### config.mk
export PLATFORM = sky130hd
export DESIGN_NAME = serial_frame_tx
export DESIGN_NICKNAME = d
export VERILOG_FILES = /design/src/rtl/ssp_pkg.sv /design/src/rtl/ssp_sync_qual.sv /design/src/rtl/ssp_timing.sv /design/src/rtl/ssp_src_hold.sv /design/src/rtl/ssp_shifter.sv /design/src/rtl/serial_frame_tx.sv
export SDC_FILE = /design/constraint.sdc
export NUM_CORES = 1
export LEC_CHECK = 0
export ABC_CLOCK_PERIOD_IN_PS = 1640
export BUFFER_PORTS_ARGS = -buffer_cell sky130_fd_sc_hd__buf_2
export CAP_MARGIN = 5
export CORE_MARGIN = 3
export CORE_UTILIZATION = 25
export CTS_CLUSTER_SIZE = 25
export DETAILED_ROUTE_END_ITERATION = 10
export PLACE_DENSITY_LB_ADDON = 0.15
export RECOVER_POWER = 50
export SYNTH_ARGS = -nofsm -noshare
export SYNTH_HDL_FRONTEND = slang
export SYNTH_SLANG_ARGS = --single-unit
### constraint.sdc
create_clock -name clk -period 1.64 [get_ports clk]
set_input_delay 0.164 -clock clk [delete_from_list [all_inputs] [get_ports clk]]
set_output_delay 0.164 -clock clk [all_outputs]
set_load 0.01 [all_outputs]
### src/rtl/ssp_pkg.sv
package ssp_pkg;

  typedef enum logic {
    SRC_FINAL = 1'b0,
    SRC_MID   = 1'b1
  } src_e;

  // frame length in serial clock periods for a word width
  function automatic int unsigned frame_periods(input int unsigned word_w);
    return 2 * word_w;
  endfunction

  // true while the bit position lies in the data half of the frame
  function automatic logic in_data_half(input int unsigned bitpos,
                                        input int unsigned word_w);
    return bitpos < word_w;
  endfunction

endpackage

### src/rtl/ssp_sync_qual.sv
module ssp_sync_qual #(
  parameter int GAP = 2,
  localparam int HW = $clog2(GAP + 1)
) (
  input  logic clk,
  input  logic rst_n,
  input  logic fsync_in_n,
  output logic accept
);

  logic          q_r;
  logic [HW-1:0] hi_cnt;

  always_ff @(posedge clk) begin
    if (!rst_n) begin
      q_r    <= 1'b1;
      hi_cnt <= '0;
    end else begin
      q_r <= fsync_in_n;
      if (q_r) begin
        if (hi_cnt != HW'(GAP)) hi_cnt <= hi_cnt + 1'b1;
      end else begin
        hi_cnt <= '0;
      end
    end
  end

  assign accept = !q_r && (hi_cnt == HW'(GAP));

endmodule

### src/rtl/ssp_timing.sv
module ssp_timing #(
  parameter int WORD_W = 16,
  localparam int FRAME = 2 * WORD_W,
  localparam int CW = $clog2(FRAME)
) (
  input  logic          clk,
  input  logic          rst_n,
  input  logic          restart,
  output logic          ph,
  output logic [CW-1:0] bitpos,
  output logic          frame_load,
  output logic          bit_adv
);

  localparam logic [CW-1:0] LAST = CW'(FRAME - 1);

  logic at_end;

  always_comb begin
    at_end     = !ph && (bitpos == LAST);
    frame_load = restart || at_end;
    bit_adv    = !ph && !frame_load;
  end

  always_ff @(posedge clk) begin
    if (!rst_n) begin
      ph     <= 1'b0;
      bitpos <= LAST;
    end else if (frame_load) begin
      ph     <= 1'b1;
      bitpos <= '0;
    end else begin
      ph <= ~ph;
      if (bit_adv) bitpos <= bitpos + 1'b1;
    end
  end

  // serial clock flips every edge except on a restart
  p_sclk_toggle_r2: assert property (@(posedge clk) disable iff (!rst_n)
    !restart |=> (ph != $past(ph)));

endmodule

### src/rtl/ssp_src_hold.sv
module ssp_src_hold #(
  parameter int WORD_W = 16,
  parameter int NSRC = 2,
  localparam int SW = (NSRC > 1) ? $clog2(NSRC) : 1
) (
  input  logic                          clk,
  input  logic                          rst_n,
  input  logic [NSRC-1:0][WORD_W-1:0]   src_data,
  input  logic [NSRC-1:0]               src_vld,
  input  logic [SW-1:0]                 sel,
  output logic [WORD_W-1:0]             word
);

  logic [NSRC-1:0][WORD_W-1:0] hold;

  for (genvar g = 0; g < NSRC; g++) begin : g_src
    always_ff @(posedge clk) begin
      if (!rst_n)          hold[g] <= '0;
      else if (src_vld[g]) hold[g] <= src_data[g];
    end

    // a held word stays put without a strobe
    p_hold_keep_r7: assert property (@(posedge clk) disable iff (!rst_n)
      !src_vld[g] |=> (hold[g] == $past(hold[g])));
    // a strobed word is captured
    p_hold_take_r6: assert property (@(posedge clk) disable iff (!rst_n)
      src_vld[g] |=> (hold[g] == $past(src_data[g])));
  end

  assign word = hold[sel];

endmodule

### src/rtl/ssp_shifter.sv
module ssp_shifter #(
  parameter int WORD_W = 16
) (
  input  logic              clk,
  input  logic              rst_n,
  input  logic              load,
  input  logic              adv,
  input  logic [WORD_W-1:0] word_in,
  output logic              bit_o
);

  logic [WORD_W-1:0] sh;

  always_ff @(posedge clk) begin
    if (!rst_n)    sh <= '0;
    else if (load) sh <= word_in;
    else if (adv)  sh <= {sh[WORD_W-2:0], 1'b0};
  end

  assign bit_o = sh[WORD_W-1];

  // each advance moves the next lower bit to the output
  p_shift_order_r4: assert property (@(posedge clk) disable iff (!rst_n)
    (adv && !load) |=> (bit_o == $past(sh[WORD_W-2])));

endmodule

### src/rtl/serial_frame_tx.sv
module serial_frame_tx #(
  parameter int WORD_W = 16,
  parameter int SYNC_GAP = 2
) (
  input  logic              clk,
  input  logic              rst_n,
  input  logic [WORD_W-1:0] fin_data,
  input  logic              fin_valid,
  input  logic [WORD_W-1:0] mid_data,
  input  logic              mid_valid,
  input  logic              src_sel,
  input  logic              dout_en,
  input  logic              fsync_in_n,
  output logic              sclk,
  output logic              fsync_out_n,
  output logic              sdata,
  output logic              sdata_oe
);

  import ssp_pkg::*;

  localparam int CW = $clog2(frame_periods(WORD_W));

  logic                    sync_accept;
  logic                    frame_load;
  logic                    bit_adv;
  logic                    ph;
  logic [CW-1:0]           bitpos;
  logic [WORD_W-1:0]       next_word;
  logic [1:0][WORD_W-1:0]  src_bus;
  logic [1:0]              vld_bus;

  assign src_bus[SRC_FINAL] = fin_data;
  assign src_bus[SRC_MID]   = mid_data;
  assign vld_bus[SRC_FINAL] = fin_valid;
  assign vld_bus[SRC_MID]   = mid_valid;

  ssp_sync_qual #(.GAP(SYNC_GAP)) u_qual (
    .clk        (clk),
    .rst_n      (rst_n),
    .fsync_in_n (fsync_in_n),
    .accept     (sync_accept)
  );

  ssp_timing #(.WORD_W(WORD_W)) u_timing (
    .clk        (clk),
    .rst_n      (rst_n),
    .restart    (sync_accept),
    .ph         (ph),
    .bitpos     (bitpos),
    .frame_load (frame_load),
    .bit_adv    (bit_adv)
  );

  ssp_src_hold #(.WORD_W(WORD_W), .NSRC(2)) u_hold (
    .clk      (clk),
    .rst_n    (rst_n),
    .src_data (src_bus),
    .src_vld  (vld_bus),
    .sel      (src_sel),
    .word     (next_word)
  );

  ssp_shifter #(.WORD_W(WORD_W)) u_shift (
    .clk     (clk),
    .rst_n   (rst_n),
    .load    (frame_load),
    .adv     (bit_adv),
    .word_in (next_word),
    .bit_o   (sdata)
  );

  assign sclk        = ph;
  assign fsync_out_n = !in_data_half(32'(bitpos), WORD_W);
  assign sdata_oe    = dout_en;

  // outputs hold still across a falling serial clock
  p_stable_fall_r2: assert property (@(posedge clk) disable iff (!rst_n)
    $fell(sclk) |-> ($stable(fsync_out_n) && $stable(sdata)));
  // tail half carries zeros
  p_zero_tail_r4: assert property (@(posedge clk) disable iff (!rst_n)
    fsync_out_n |-> !sdata);
  // every load opens the data half with serial clock high
  p_load_opens_r3: assert property (@(posedge clk) disable iff (!rst_n)
    frame_load |=> (!fsync_out_n && sclk));
  // restart only after two high samples on the input pin
  p_sync_gap_r9: assert property (@(posedge clk) disable iff (!rst_n)
    sync_accept |-> (!$past(fsync_in_n) && $past(fsync_in_n, 2) && $past(fsync_in_n, 3)));

endmodule

==> key figures, run 1 <==
Floorplan
  • Die Wd: 107 µm
  • Num rows: 36
  • Initial Util: 26.0%
  • DIE AREA: around 12,000 µm²
  • Die Y: between 100 and 150 µm
  • IO Pins: 43
  • Core Area: just under 10,000 µm²

Logic synthesis
  • Synthesis Warnings: 0
  • Area share of the largest cell type after synthesis: around 44%
  • Commonest cells in the netlist: dfxtp_1, mux2i_1, nor2b_1, o21ai_0, nand2_1
  • Syn Nets: between 300 and 400
  • Cell with the most instances after synthesis: dfxtp_1
  • Syn_area_per_cell: roughly 9.5 µm²
  • Async SR Flop Fraction: 0%
  • FF+latch count, synth: 57
  • Ys flop type: dfxtp_1
  • Synth top area cells: dfxtp_1, mux2i_1, nor2b_1
  • Cell count after synthesis: 270
  • Distinct cell type count after synthesis: 30
  • Sequential share of the synthesized area: between 40 and 50%
  • Cell Area, Synth: approximately 2600 µm²
  • Post-synth EDFFs: 0
  • Leading area contributor after synthesis: dfxtp_1

Detailed routing
  • Post-route ant nets: 0
  • Number of vias per cell: 4.38
  • Top Metal Used: met4
  • WL per Instance: roughly 13 µm
  • Vias: roughly 2,000
  • Met3 WL: between 200 and 300 µm
  • First DRT Iteration DRCs: 57
  • Drt pass-1 iters: 4
  • # DRC: 0
  • Final WL: around 6.0 mm
  • M1 WL: between 2 and 3 mm
  • DR WL met2: 2.76 mm

Power and ir drop
  • Worst vdd ir: ~0.45 mV
  • Sw Pwr: 1.02 mW
  • Sequential power share: a little over two fifths
  • Clock share of power: between 30% and 40%
  • Comb pwr share: between 20% and 30%
  • Switching Fraction: 27.5%
  • Int Pwr: 2.68 mW
  • Tot Pwr: 3.70 mW
  • Power Dens Cells: roughly 1200 nW/µm²
  • Lkg Pwr: 1.32 nW

Timing
  • Rel. slew slack: 34.0%
  • Endpoints failing setup: 0
  • Final Cycle Share: 96.7%
  • Fin. Hold Viols: 0
  • PnR worst setup slack: 0.0539 ns
  • Max Clk Rate: about 630 MHz
  • Final slew viol count: 0
  • Worst-margin pin slew: roughly 0.99 ns
  • Clock period minus final worst setup slack: 1.59 ns
  • Clock Skews: slightly below 0.006 ns

Clock network
  • CTS root buf: clkbuf_8
  • CTS tree: built
  • Sink Count: 57
  • Worst-skew pair later-pin latency: ~0.34 ns
  • TritonCTS Buffers: 9
  • Worst-case clock buffer depth: 2
  • H-tree levels: 3
  • Number of hold buffers added after cts: 0
  • Clock transition at the registers of the reported paths: about 0.060 ns

Finish
  • Area of the multi-input gates: roughly 1300 µm²
  • Fillers: around 1,100
  • Seq. cell area: 1140 µm²
  • Fin util: 32.1%
  • Layout cells sized above 1: slightly below 30%
  • Nets: 356
  • Post-route insts no fill: between 400 and 500
  • # diodes: 0
  • Final Instance Area: 3160 µm²
  • P&R area growth vs syn: 23.3%

Worst setup path
  • Crit path top cell by count: ha_4
  • CP arrival: around 1.8 ns
  • Required time worst endpoint: 1.87 ns
  • Crit-path slowest cell: dfxtp_2
  • Crit. End Element: flop
  • Worst-path fanout max: 7
  • Critical path's largest stage delay: around 0.33 ns
  • Reg-to-reg slack, setup: between 0.05 and 0.06 ns
  • Crit path cell chain: ha_4 -> and3_4 -> ha_4 -> nor2_4 -> nand4_1 -> o311ai_1
  • Worst path bufs/invs: 0
  • Setup crit start kind: flop
  • Crit path kind: reg2reg
  • Cell family with most CP delay: simple AND/OR/NAND/NOR gates

GRT
  • Total gr overflow: 0
  • Vias in the first global route: between 2,000 and 2,500
  • Largest net degree at the start of global routing: 57
  • First-pass GRT wire length: between 9 and 10 mm
  • Antenna violations before repair: 0
  • GRT Util Overall: a little under an eighth

Placement
  • Post-DP HPWL: about 4.0 mm
  • Placer Congestion: roughly 0.72
  • Setup WS pre-CTS: -0.00464 ns
  • Placed Area: 2930 µm²
  • Number of cells in the design after placement: 434
  • Port-buffer cells: 40

Status
  • Outcome: finished clean

Worst hold path
  • Min-delay worst type: in2reg

Job
  • Max cap viols: 0
-- flip-flops by register name (all words and copies together), names as in the netlist --
name and flops:
u_hold.hold 32, u_shift.sh 16, u_timing.bitpos 5, u_qual.hi_cnt 2, u_qual.q_r 1, u_timing.ph 1
-- per-stage QoR --
step	hold slack, ns	TNS, ns
global placement	0.328	0
finish	0.0170	0
detailed placement	0.328	-0.00658
CTS	0.00523	0
floorplan	0.265	0
global route	0.0133	-0.00448
-- power by group through the flow --
stage / sequential, mW / clock, mW / combinational (mW)
finish: 1.63 / 1.28 / 0.785
global route: 1.65 / 1.41 / 0.902
CTS: 1.62 / 1.35 / 0.751
detailed placement: 1.65 / 0 / 0.737
global placement: 1.65 / 0 / 0.729
floorplan: 1.63 / 0 / 0.508
-- per-layer routing --
metal | track usage (%) | vias to the layer above
met3 | 4.26 | 8
li1 | - | 1004
met1 | 14.2 | 926
met2 | 17.2 | 42
met4 | 4.84 | 0
met5 | 0 | -
-- final timing paths --
| check | from | end | cells past startpoint |
|---|---|---|---|
| worst max-delay path | u_timing.bitpos[1]$_SDFFE_PN1P_ | u_timing.bitpos[3]$_SDFFE_PN1P_ | 6 |
| worst min-delay path | fsync_in_n | u_qual.q_r$_SDFF_PN1_ | 2 |
| worst min register to register | u_shift.sh[8]$_SDFFE_PN0P_ | u_shift.sh[8]$_SDFFE_PN0P_ | 2 |
| worst max register to register | u_timing.bitpos[1]$_SDFFE_PN1P_ | u_timing.bitpos[3]$_SDFFE_PN1P_ | 6 |
-- kinds of logic after synthesis --
kind of cell / synth area share (%)
xor gates and xnor gates: 0.342
DFF: 44.5
AOI/OAI and AO/OA: 13.3
adders and majority gates: 1.46
and+or+nand+nor: 16.8
buffers and inverters: 4.19
muxes: 19.5
-- cell usage in the layout (no fill, tap or decap) --
cell type and n:
o21bai_1 1, o21ai_0 31, o21ai_1 2, nor2_1 18, clkbuf_8 10, inv_1 1
a21boi_1 12, bufinv_16 1, and2_4 1, o211ai_1 2, clkbuf_1 3, mux2_2 15
o311ai_1 1, dfxtp_2 2, nor2_4 1, or3_1 1, a21boi_0 4, nor3_1 1
nand2_1 21, nor2b_1 33, nor4b_1 1, dfxtp_1 55, and3_4 1, and2b_4 1
buf_2 41, nand4_1 1, ha_4 2, nand2b_2 1, buf_4 9, nand2b_1 1
ha_2 1, xor2_1 1, a311oi_1 1, clkbuf_2 1, buf_6 3, clkinv_2 2
mux2i_1 33, a21oi_1 3
-- final cells by class --
class / count / area share (%)
repair buffers: 54 / 9.85
clock inverters: 3 / 1.27
inverters: 1 / 0.119
well taps: 133 / 5.26
flip-flops and latches: 57 / 36.2
multi-input cells: 191 / 42.6
clock buffers: 13 / 4.71
-- worst reg2reg max path, delay by kind of cell (launching register included) --
family	cells	cell delay [ns]
AND/OR/NAND/NOR	3	0.51
AO/OA/AOI/OAI	1	0.30
adder cells (fa/ha/maj)	2	0.35
flip-flops	1	0.33
-- timing repair --
item / CTS / global route
setup endpoints to repair: 5 / 18
setup buffers: 0 / 1
pin swaps: 1 / 4
resized for setup: 1 / 15
cloned: 0 / 1
(Power assumes the default switching activity.)
==> run 2: changes to the inputs <==
--- a/config.mk
+++ b/config.mk
@@ -16,4 +16,5 @@
 export RECOVER_POWER = 50
 export SYNTH_ARGS = -nofsm -noshare
 export SYNTH_HDL_FRONTEND = slang
+export SYNTH_HIERARCHICAL = 1
 export SYNTH_SLANG_ARGS = --single-unit
==> run 2 against run 1 <==
Net effect:
- the run now ends with negative setup slack left
- largest power group unchanged
- largest cell class unchanged
- clock skew grew 0.0059 ns
- first-iteration DRC count grew 47%
- register-to-register slack lost 0.23 ns
==> key figures, run 2 <==
Status
  • Outcome: complete, but fails checks
  • Violated checks: negative setup slack

Worst setup path
  • Worst-path fanout max: 16 (+9)
  • Required time worst endpoint: 1.86 ns (about the same)
  • R2R cell count: 7 (+1)
  • Setup crit start kind: flop
  • Crit path kind: reg2reg
  • CP arrival: 2.04 ns (+0.22 ns)
  • Crit. End Element: flop

Timing
  • Endpoints failing setup: 16 (+16)
  • Final hold slack: 0.0187 ns (+0.00170 ns)
  • Clock period minus final worst setup slack: 1.82 ns (+0.231 ns)
  • Fin. Hold Viols: 0 (unchanged)
  • TNS Setup: -2.37 ns (-2.37 ns)
  • Worst-margin pin slew: 0.535 ns (-0.455 ns)
  • Max Clk Rate: 550 MHz (-13%)
  • Rel. slew slack: 64.4% (+30 points)
  • Clock Skews: 0.0118 ns (+0.00592 ns)
  • Final slew viol count: 0 (unchanged)
  • PnR worst setup slack: -0.177 ns (-0.231 ns)
  • Final Cycle Share: 111% (+14 points)
  • Unrepaired setup endpoints after global routing: true

Clock network
  • TritonCTS Buffers: 9 (unchanged)
  • Number of hold buffers added after cts: 0 (unchanged)
  • Sink Count: 57 (unchanged)
  • H-tree levels: 3 (unchanged)
  • Clock transition at the registers of the reported paths: 0.07 ns (about the same)
  • CTS root buf: clkbuf_8
  • Worst-case clock buffer depth: 2 (unchanged)
  • Worst-skew pair later-pin latency: 0.33 ns (about the same)
  • Post-CTS setup buffers: 0 (unchanged)
  • CTS tree: built

Power and ir drop
  • Power Dens Cells: 1150 nW/µm² (-2.0%)
  • Worst vdd ir: 0.346 mV (-23%)
  • Lkg Pwr: 1.61 nW (+22%)

Finish
  • # diodes: 0 (unchanged)
  • Layout cells sized above 1: 38.4% (+9.6 points)
  • Biggest regs: u_hold/hold: 32 flops, u_shift/sh: 16 flops, u_timing/bitpos: 5 flops
  • Fin util: 31.7% (-0.36 points)
  • Commonest non-fill, non-tap cell in the layout: dfxtp_1
  • Nets: 326 (-8.4%)
  • Reg with most FFs: u_hold/hold
  • P&R area growth vs syn: 20.4%
  • Max FFs per register: 32 (unchanged)
  • Highest-count cells in the layout ignoring fill and taps: dfxtp_1, buf_2, nor2b_1
  • Post-route insts no fill: 425 (-6.0%)

Floorplan
  • IO Pins: 43 (unchanged)
  • Die Y: 112 µm (+4.1%)
  • Initial Util: 26.3% (+0.32 points)
  • DIE AREA: 12,500 µm² (+8.3%)
  • Num rows: 37 (+2.8%)
  • Core Area: 10,600 µm² (+7.5%)
  • Die Wd: 112 µm (+4.1%)

GRT
  • Total gr overflow: 0 (unchanged)
  • Vias in the first global route: 1,868 (-6.9%)
  • First-pass GRT wire length: 9.37 mm (-6.3%)
  • Antenna violations before repair: 0 (unchanged)
  • Largest net degree at the start of global routing: 50 (-12%)
  • GRT Util Overall: 9.46% (-1.8 points)

Logic synthesis
  • Syn_area_per_cell: 11.7 µm² (+23%)
  • Syn Nets: 281 (-9.9%)
  • Post-synth EDFFs: 0 (unchanged)
  • Synth top area cells: dfxtp_1, mux2i_1, mux2_4
  • Ys flop type: dfxtp_1
  • Area share of the largest cell type after synthesis: 40.9% (-3.6 points)
  • FF+latch count, synth: 57 (unchanged)
  • Commonest cells in the netlist: dfxtp_1, nor2b_1, mux2i_1
  • Cell Area, Synth: 2790 µm² (+8.8%)
  • Async SR Flop Fraction: 0% (unchanged)
  • Synthesis Warnings: 6 (+6)
  • Distinct cell type count after synthesis: 34 (+13%)
  • Cell count after synthesis: 239 (-11%)
  • Cell with the most instances after synthesis: dfxtp_1
  • Leading area contributor after synthesis: dfxtp_1
  • Sequential share of the synthesized area: 40.9% (-3.6 points)

Detailed routing
  • WL per Instance: 12.9 µm (-2.9%)
  • Post-route ant nets: 0 (unchanged)
  • Vias: 1,807 (-8.7%)
  • Drt pass-1 iters: 4 (unchanged)
  • Final WL: 5.47 mm (-8.7%)
  • First DRT Iteration DRCs: 84 (+47%)
  • # DRC: 0 (unchanged)
  • Number of vias per cell: 4.25 (-2.9%)

Placement
  • Setup WS pre-CTS: -0.164 ns (-0.160 ns)
  • Port-buffer cells: 40 (unchanged)
  • Placer Congestion: 0.674 (-5.8%)
  • Number of cells in the design after placement: 409 (-5.8%)
  • Post-DP HPWL: 3.73 mm (-6.4%)

Job
  • Max cap viols: 0 (unchanged)

Worst hold path
  • Min-delay worst type: in2reg
  • Hold-critical path depth: 2 (unchanged)
-- run 2: area by class of cell --
class,instances,area [µm²]
Multi-Input combinational cell,161,1500
Inverter,2,7.51
Sequential cell,57,1140
Clock buffer,10,138
Fill cell,1093,7240
Timing Repair Buffer,53,347
Clock inverter,6,57.6
Tap cell,136,170
-- run 2: logic make-up (layout without fill, tap and decap cells) --
kind of cell	count (synthesis)	count (layout)	share of synthesized area, %
buffers and inverters	21	71	7.35
muxes	63	63	26.5
adders and majority gates	3	3	1.35
and+or+nand+nor	64	64	14.6
AOI/OAI and AO/OA	30	30	8.92
DFF	57	57	40.9
xor gates and xnor gates	1	1	0.314
-- run 2: critical path, cell delays in order, from the launching register on --
cell and delay, ns:
dfxtp_2 0.34, ha_4 0.15, and3_4 0.18, ha_4 0.16, nor3_4 0.14, buf_12 0.19
mux2_2 0.35, o211a_1 0.20
-- run 2: worst paths after layout --
check | from | endpoint | slack [ns]
worst max-delay path | u_timing/bitpos[0]$_SDFFE_PN1P_ | u_shift/sh[15]$_SDFFE_PN0P_ | -0.18
worst min-delay path | fsync_in_n | u_qual/q_r$_SDFF_PN1_ | 0.02
worst max register to register | u_timing/bitpos[0]$_SDFFE_PN1P_ | u_shift/sh[15]$_SDFFE_PN0P_ | -0.18
worst min register to register | u_qual/q_r$_SDFF_PN1_ | u_qual/hi_cnt[1]$_SDFFE_PN0P_ | 0.48
-- run 2: metrics by stage --
step / instance area, µm² / power [mW]
6_report: 3360 / 3.85
5_1_grt: 3360 / 4.12
4_1_cts: 3360 / 3.93
3_5_place_dp: 3160 / 2.59
3_3_place_gp: 3160 / 2.58
2_1_floorplan: 2840 / 2.39
-- run 2: power breakdown --
part	switching, mW	total [mW]	internal [mW]	leakage (nW)
registers	0.0968	1.65	1.55	0.470
logic	0.361	0.908	0.546	1.04
clock network	0.564	1.30	0.732	0.102
total	1.02	3.85	2.83	1.61
-- run 2: layer usage --
metal	up-vias	track usage [%]	share of wire (%)
li1	923	-	-
met2	25	13.5	44
met4	0	4.14	1.8
met1	852	13.2	51
met3	7	2.72	3.1
met5	-	0	0
-- run 2: timing repair --
action,in CTS,in global routing
hold endpoints to repair,0,0
resized for setup,1,1
setup endpoints to repair,16,16
gates cloned,0,0
